===== src/rtl/hmw_pkg.sv =====
// Package: shared types and constants for the host memory window.
// Assumes a 32-bit internal memory word split into four byte lanes.
package hmw_pkg;
    localparam int LANES = 4;

    typedef enum logic [1:0] {
        ACC_BYTE     = 2'b00,
        ACC_HALF     = 2'b01,
        ACC_WORD     = 2'b10,
        ACC_WORD_INC = 2'b11
    } acc_t;

    typedef enum logic [1:0] {
        ST_IDLE = 2'b00,
        ST_MEM  = 2'b01,
        ST_ACK  = 2'b10
    } st_t;

    localparam logic [2:0] OFF_PTR_LO = 3'd0;
    localparam logic [2:0] OFF_PTR_HI = 3'd1;
endpackage


===== src/rtl/hmw_access_decode.sv =====
// Access decoder: from the access type, the touched lane and the direction,
// decides whether a memory operation is due, which byte enables it uses,
// the first lane of the access and whether the pointer advances.
// Purely combinational; assumes one host access per evaluation.
module hmw_access_decode
    import hmw_pkg::*;
(
    input  acc_t       acc,
    input  logic [1:0] lane,
    input  logic       is_write,
    output logic       mem_op,
    output logic [3:0] be,
    output logic [1:0] start_lane,
    output logic       bump
);
    // Map access type and lane onto memory action
    always_comb begin
        mem_op     = 1'b0;
        be         = 4'b0000;
        start_lane = 2'b00;
        bump       = 1'b0;
        unique case (acc)
            ACC_BYTE: begin
                mem_op     = 1'b1;
                be         = 4'b0001 << lane;
                start_lane = lane;
            end
            ACC_HALF: begin
                be         = lane[1] ? 4'b1100 : 4'b0011;
                start_lane = {lane[1], 1'b0};
                mem_op     = is_write ? lane[0] : ~lane[0];
            end
            default: begin
                be         = 4'b1111;
                start_lane = 2'b00;
                mem_op     = is_write ? (lane == 2'd3) : (lane == 2'd0);
                bump       = (acc == ACC_WORD_INC) &&
                             (is_write ? (lane == 2'd3) : (lane == 2'd0));
            end
        endcase
    end
endmodule


===== src/rtl/hmw_region_check.sv =====
// Region check: picks the selected region's base and limit, tests the
// starting byte offset against the limit for the access direction and
// forms the memory word address. Purely combinational.
// Assumes the memory word address is at least as wide as the word offset.
module hmw_region_check #(
    parameter int AW  = 16,
    parameter int MAW = 20
) (
    input  logic             region,
    input  logic [AW-4:0]    woff,
    input  logic [1:0]       start_lane,
    input  logic             is_write,
    input  logic [MAW-3:0]   base0,
    input  logic [MAW-3:0]   base1,
    input  logic [AW-1:0]    rlim0,
    input  logic [AW-1:0]    rlim1,
    input  logic [AW-1:0]    wlim0,
    input  logic [AW-1:0]    wlim1,
    output logic             allowed,
    output logic [MAW-3:0]   word_addr
);
    localparam int WOFF_W = AW - 3;
    localparam int PAD_W  = MAW - 2 - WOFF_W;

    logic [AW-1:0]  start_off;
    logic [AW-1:0]  lim_sel;
    logic [MAW-3:0] base_sel;

    // Select region parameters and test the limit
    always_comb begin
        start_off = {1'b0, woff, start_lane};
        base_sel  = region ? base1 : base0;
        if (is_write) lim_sel = region ? wlim1 : wlim0;
        else          lim_sel = region ? rlim1 : rlim0;
        allowed   = start_off < lim_sel;
        word_addr = base_sel + {{PAD_W{1'b0}}, woff};
    end
endmodule


===== src/rtl/hmw_data_lanes.sv =====
// Data register: four byte lanes loaded either by host byte writes or by
// a masked fill from memory (or all-ones on a blocked read).
// Assumes fill and host write never target the same cycle.
module hmw_data_lanes
    import hmw_pkg::*;
(
    input  logic        clk,
    input  logic        rst_n,
    input  logic        wr_en,
    input  logic [1:0]  wr_lane,
    input  logic [7:0]  wr_byte,
    input  logic        fill_en,
    input  logic [3:0]  fill_be,
    input  logic [31:0] fill_word,
    output logic [31:0] data_q
);
    for (genvar g = 0; g < LANES; g++) begin : g_lane
        // Update one byte lane from fill or host write
        always_ff @(posedge clk) begin
            if (!rst_n) begin
                data_q[8*g +: 8] <= 8'h00;
            end else if (fill_en && fill_be[g]) begin
                data_q[8*g +: 8] <= fill_word[8*g +: 8];
            end else if (wr_en && (wr_lane == 2'(g))) begin
                data_q[8*g +: 8] <= wr_byte;
            end
        end
    end
endmodule


===== src/rtl/host_mem_window.sv =====
// Host memory window top: pointer register, data register, access control
// state machine and the memory request port. The host issues one-cycle
// strobes and waits for host_ack before the next; strobes arriving while
// busy are dropped. Pointer: [1:0] access type, [AW-2:2] word offset,
// [AW-1] region select. Assumes 9 <= AW <= 16.
module host_mem_window
    import hmw_pkg::*;
#(
    parameter int AW  = 16,
    parameter int MAW = 20
) (
    input  logic             clk,
    input  logic             rst_n,
    input  logic             host_req,
    input  logic             host_we,
    input  logic [2:0]       host_off,
    input  logic [7:0]       host_wdata,
    output logic             host_ack,
    output logic [7:0]       host_rdata,
    input  logic [MAW-3:0]   cfg_base0,
    input  logic [MAW-3:0]   cfg_base1,
    input  logic [AW-1:0]    cfg_rlim0,
    input  logic [AW-1:0]    cfg_rlim1,
    input  logic [AW-1:0]    cfg_wlim0,
    input  logic [AW-1:0]    cfg_wlim1,
    input  logic             err_clr,
    output logic             err_flag,
    output logic             mem_req,
    output logic             mem_we,
    output logic [MAW-1:0]   mem_addr,
    output logic [3:0]       mem_be,
    output logic [31:0]      mem_wdata,
    input  logic             mem_ack,
    input  logic [31:0]      mem_rdata
);
    localparam int WOFF_W = AW - 3;
    localparam int HI_W   = AW - 8;

    st_t             state_q;
    logic [AW-1:0]   ptr_q;
    logic [7:0]      reg_rd_q;
    logic            sel_data_q;
    logic [1:0]      lane_q;
    logic            err_q;
    logic            mreq_q;
    logic            mwe_q;
    logic [MAW-3:0]  maddr_q;
    logic [3:0]      mbe_q;

    acc_t            acc_cur;
    logic [WOFF_W-1:0] woff_cur;
    logic            region_cur;
    logic            accept;
    logic            data_acc;
    logic            mem_op;
    logic [3:0]      dec_be;
    logic [1:0]      dec_start;
    logic            dec_bump;
    logic            allowed;
    logic [MAW-3:0]  word_addr;
    logic            go_mem;
    logic            blocked;
    logic            fill_en;
    logic [3:0]      fill_be;
    logic [31:0]     fill_word;
    logic [31:0]     data_q;

    // Split the pointer and qualify the incoming strobe
    always_comb begin
        acc_cur    = acc_t'(ptr_q[1:0]);
        woff_cur   = ptr_q[AW-2:2];
        region_cur = ptr_q[AW-1];
        accept     = (state_q == ST_IDLE) && host_req;
        data_acc   = accept && host_off[2];
        go_mem     = data_acc && mem_op && allowed;
        blocked    = data_acc && mem_op && !allowed;
    end

    hmw_access_decode u_dec (
        .acc        (acc_cur),
        .lane       (host_off[1:0]),
        .is_write   (host_we),
        .mem_op     (mem_op),
        .be         (dec_be),
        .start_lane (dec_start),
        .bump       (dec_bump)
    );

    hmw_region_check #(.AW(AW), .MAW(MAW)) u_chk (
        .region     (region_cur),
        .woff       (woff_cur),
        .start_lane (dec_start),
        .is_write   (host_we),
        .base0      (cfg_base0),
        .base1      (cfg_base1),
        .rlim0      (cfg_rlim0),
        .rlim1      (cfg_rlim1),
        .wlim0      (cfg_wlim0),
        .wlim1      (cfg_wlim1),
        .allowed    (allowed),
        .word_addr  (word_addr)
    );

    // Choose the data register fill source: memory return or blocked read
    always_comb begin
        if (state_q == ST_MEM) begin
            fill_en   = mem_ack && !mwe_q;
            fill_be   = mbe_q;
            fill_word = mem_rdata;
        end else begin
            fill_en   = blocked && !host_we;
            fill_be   = dec_be;
            fill_word = '1;
        end
    end

    hmw_data_lanes u_lanes (
        .clk       (clk),
        .rst_n     (rst_n),
        .wr_en     (data_acc && host_we),
        .wr_lane   (host_off[1:0]),
        .wr_byte   (host_wdata),
        .fill_en   (fill_en),
        .fill_be   (fill_be),
        .fill_word (fill_word),
        .data_q    (data_q)
    );

    // Sequence host accesses through idle, memory wait and acknowledge
    always_ff @(posedge clk) begin
        if (!rst_n) begin
            state_q <= ST_IDLE;
        end else begin
            unique case (state_q)
                ST_IDLE: if (accept) state_q <= go_mem ? ST_MEM : ST_ACK;
                ST_MEM:  if (mem_ack) state_q <= ST_ACK;
                default: state_q <= ST_IDLE;
            endcase
        end
    end

    // Maintain the pointer: host byte writes and auto-increment
    always_ff @(posedge clk) begin
        if (!rst_n) begin
            ptr_q <= '0;
        end else if (accept && !host_off[2] && host_we) begin
            if (host_off == OFF_PTR_LO) ptr_q[7:0]    <= host_wdata;
            if (host_off == OFF_PTR_HI) ptr_q[AW-1:8] <= host_wdata[HI_W-1:0];
        end else if (data_acc && dec_bump) begin
            ptr_q[AW-2:2] <= woff_cur + WOFF_W'(1);
        end
    end

    // Capture what the acknowledge cycle must return
    always_ff @(posedge clk) begin
        if (!rst_n) begin
            reg_rd_q   <= 8'h00;
            sel_data_q <= 1'b0;
            lane_q     <= 2'b00;
        end else if (accept) begin
            sel_data_q <= host_off[2];
            lane_q     <= host_off[1:0];
            if (host_off == OFF_PTR_LO)      reg_rd_q <= ptr_q[7:0];
            else if (host_off == OFF_PTR_HI) reg_rd_q <= 8'(ptr_q[AW-1:8]);
            else                             reg_rd_q <= 8'h00;
        end
    end

    // Issue and hold memory requests until acknowledged
    always_ff @(posedge clk) begin
        if (!rst_n) begin
            mreq_q  <= 1'b0;
            mwe_q   <= 1'b0;
            maddr_q <= '0;
            mbe_q   <= 4'b0000;
        end else if (go_mem) begin
            mreq_q  <= 1'b1;
            mwe_q   <= host_we;
            maddr_q <= word_addr;
            mbe_q   <= dec_be;
        end else if (state_q == ST_MEM && mem_ack) begin
            mreq_q  <= 1'b0;
        end
    end

    // Sticky error flag; a new block event wins over a clear
    always_ff @(posedge clk) begin
        if (!rst_n)       err_q <= 1'b0;
        else if (blocked) err_q <= 1'b1;
        else if (err_clr) err_q <= 1'b0;
    end

    // Drive outputs
    always_comb begin
        host_ack   = (state_q == ST_ACK);
        host_rdata = 8'h00;
        if (host_ack) host_rdata = sel_data_q ? data_q[{lane_q, 3'b000} +: 8] : reg_rd_q;
        err_flag   = err_q;
        mem_req    = mreq_q;
        mem_we     = mwe_q;
        mem_addr   = {maddr_q, 2'b00};
        mem_be     = mbe_q;
        mem_wdata  = data_q;
    end
endmodule


===== config.mk =====
export PLATFORM = sky130hd
export DESIGN_NAME = host_mem_window
export DESIGN_NICKNAME = d
export VERILOG_FILES = /design/src/rtl/hmw_pkg.sv /design/src/rtl/hmw_access_decode.sv /design/src/rtl/hmw_region_check.sv /design/src/rtl/hmw_data_lanes.sv /design/src/rtl/host_mem_window.sv
export SDC_FILE = /design/constraint.sdc
export NUM_CORES = 1
export LEC_CHECK = 0
export CORE_UTILIZATION = 25
export DETAILED_ROUTE_END_ITERATION = 12
export DONT_BUFFER_PORTS = 1
export PLACE_DENSITY_LB_ADDON = 0.15
export RECOVER_POWER = 100
export SLEW_MARGIN = 20
export SYNTH_ARGS = -nofsm -noshare
export SYNTH_HDL_FRONTEND = slang
export SYNTH_SLANG_ARGS = --single-unit

===== constraint.sdc =====
create_clock -name clk -period 3.64 [get_ports clk]
set_input_delay 0.546 -clock clk [delete_from_list [all_inputs] [get_ports clk]]
set_output_delay 0.546 -clock clk [all_outputs]
set_load 0.1 [all_outputs]

==> results.json <==
{
  "cts_hold_buf": 0,
  "slew_headroom_pct": 5.54,
  "n_antenna_cell": 0,
  "async_flop_share_pct": 0,
  "path_max_fanout": 3,
  "htreeDepth": 3,
  "first_global_vias": 5558,
  "die_h_um": 159,
  "ys_ff_latch": 86,
  "antenna_found_initial": 0,
  "finalCritPeriodShare_pct": 94.0,
  "maxCapViolations": 0,
  "drt_iter0_drc": 416,
  "wl_per_cell_um": 21.2,
  "synth_top_flop_cell": "dfxtp_1",
  "grt_usage_pct": 17.4,
  "nNetsFinal": 919,
  "total_power_mw": 2.45,
  "num_vias": 5778,
  "cts_buffer_depth": 2,
  "layout_common_cells": "dfxtp_1 (85), nand2_1 (63), a21oi_1 (59), nor3_1 (49), nor2_1 (48)",
  "final.min_clock_period_ps": 3420,
  "leakage_nw": 2.47,
  "synth_largest_area_cell": "dfxtp_1",
  "cp_data_required_time_ps": 3090,
  "critPathMaxStageDelay_ps": 1010,
  "fin_util_pct": 28.5,
  "root_buffer": "clkbuf_16",
  "synth.avg_cell_area_um2": 8.57,
  "critical_path.top_delay_family": "buffers and inverters",
  "layout_commonest_cell": "dfxtp_1",
  "whs_ps": 328,
  "synth_area_leaders": "dfxtp_1 (28%), mux4_2 (8.8%), mux2i_1 (7.2%)",
  "netlist_area_um2": 6160,
  "tns_ps": 0,
  "synthDominantCellAreaShare_pct": 28.0,
  "rsz0062_at_grt": "false",
  "clock_skew_ps": 16.3,
  "io_pins": 217,
  "hp-class": "in2reg",
  "pwr_density_cell_nw_per_um2": 355,
  "cts_sinks": 86,
  "cts_tree": "yes",
  "slew_viol_final": 0,
  "die_w_um": 159,
  "grt_pass1_wl_mm": 33.7,
  "yosysUniqueCellTypes": 68,
  "drc": 0,
  "crit_arrival_ps": 2880,
  "tightest_slew_ps": 1420,
  "synth_cells": 719,
  "rrSetupSlack_ps": 300,
  "ys_seq_area_share_pct": 28.0,
  "dp_slack_ps": 1.73,
  "drive_gt1_share_pct": 14.2,
  "core_um2": 24200,
  "port_buffers": 0,
  "hold_viol": 0,
  "synth_edf_count": 0,
  "overflow": 0,
  "crit_slowest_cell": "clkbuf_1",
  "dp.final_hpwl_mm": 17.3,
  "gp_congestion": 0.865,
  "post_drt_via_cell_ratio": 5.40,
  "dr.pass1.iters": 5,
  "setup_ws_ps": 218,
  "cp_num_buf_inv": 2,
  "antenna_left": 0,
  "syn2layout_area_growth_pct": 12.3,
  "drt-total-wl_mm": 22.6,
  "cts_resized": 0,
  "critPathLaunchType": "flip-flop",
  "clk_latency_ps": 360,
  "crit_chain": "clkbuf_1 > mux4_2 > mux2i_1 > nor2_2 > clkbuf_2",
  "clkSlewWorstSetupHoldPaths_ps": 70,
  "die_area_um2": 25300,
  "finalSetupViolCount": 0,
  "crit_path_end_kind": "output port",
  "synth_warnings": 0,
  "critPathKind": "reg2out",
  "grt_max_degree": 42,
  "cts_buffers": 9,
  "rows": 57,
  "cts_setup_buffers": 0,
  "vdd_drop_max_v": 0.000163,
  "outcome": "finished clean",
  "fillerInstances": 2662,
  "start_util_pct": 25.4,
  "fmax_mhz": 292
}
## metal layers
layer / global-route usage (%) / routed length, um / vias to the layer above / part of all wire, %
met5: 0 / 0 / - / 0
li1: - / - / 2753 / -
met4: 6.16 / 515 / 0 / 2.3
met3: 4.85 / 1800 / 25 / 7.9
met2: 27.4 / 10500 / 225 / 47
met1: 22.8 / 9780 / 2775 / 43
## area by class of cell
| cell class | instances | area [um^2] | share of cell area [%] |
|---|---|---|---|
| inverters | 29 | 109 | 1.57 |
| clock inverters | 7 | 86.3 | 1.25 |
| clock buffers | 9 | 225 | 3.26 |
| flip-flops and latches | 86 | 1730 | 25.0 |
| well taps | 324 | 405 | 5.86 |
| repair buffers | 58 | 268 | 3.87 |
| multi-input cells | 557 | 4100 | 59.2 |
## registers in the layout, summed over array words and instances, names as in the netlist
signal and flops:
mem_we 1, err_flag 1, reg_rd_q 8, maddr_q 18, mem_be 4, lane_q 2, ptr_q 16, sel_data_q 1
state_q 2, u_lanes.data_q 32, mem_req 1
## logic make-up after synthesis
kind of cell	after synthesis	share of synthesized area [%]
compound gates	188	20.9
xor+xnor	9	1.28
fa+ha+maj	29	6.01
buf+inv	77	5.69
flops	86	28.0
mux	82	18.5
other cells	1	0.0609
simple gates	247	19.6
## power breakdown
| group | switching, mW | total, mW | internal (mW) |
|---|---|---|---|
| Sequential | 0.114 | 1.08 | 0.967 |
| Clock | 0.452 | 1.00 | 0.550 |
| Combinational | 0.255 | 0.370 | 0.116 |
## synthesized netlist by cell type, drive strengths merged (5+ instances only)
library cell	number
nor3	49
mux2i	44
a311oi	16
buf	22
a21boi	9
nand4	5
nor2	56
inv	29
a211oi	25
o21ai	27
or2	5
and3	10
nand3	32
ha	28
nand2b	5
o211ai	6
mux4	24
nand2	63
dfxtp	86
mux2	14
a22oi	6
a21oi	59
xor2	5
clkbuf	26
o21a	5
## stage by stage
stage | area, um^2 | std cells
3_3_place_gp | 6780 | 1054
4_1_cts | 7090 | 1070
6_report | 6910 | 1070
2_1_floorplan | 6160 | 720
5_1_grt | 6910 | 1070
3_5_place_dp | 6780 | 1054
## final timing paths
kind | startpoint | end | depth (start not counted)
min | rst_n | maddr_q[15] | 2
max reg2reg | ptr_q[15] | maddr_q[12] | 11
min reg2reg | reg_rd_q[0] | reg_rd_q[0] | 2
max | u_lanes.data_q[29] | host_rdata[5] | 5
No activity file was read; power rests on OpenSTA's default activity.
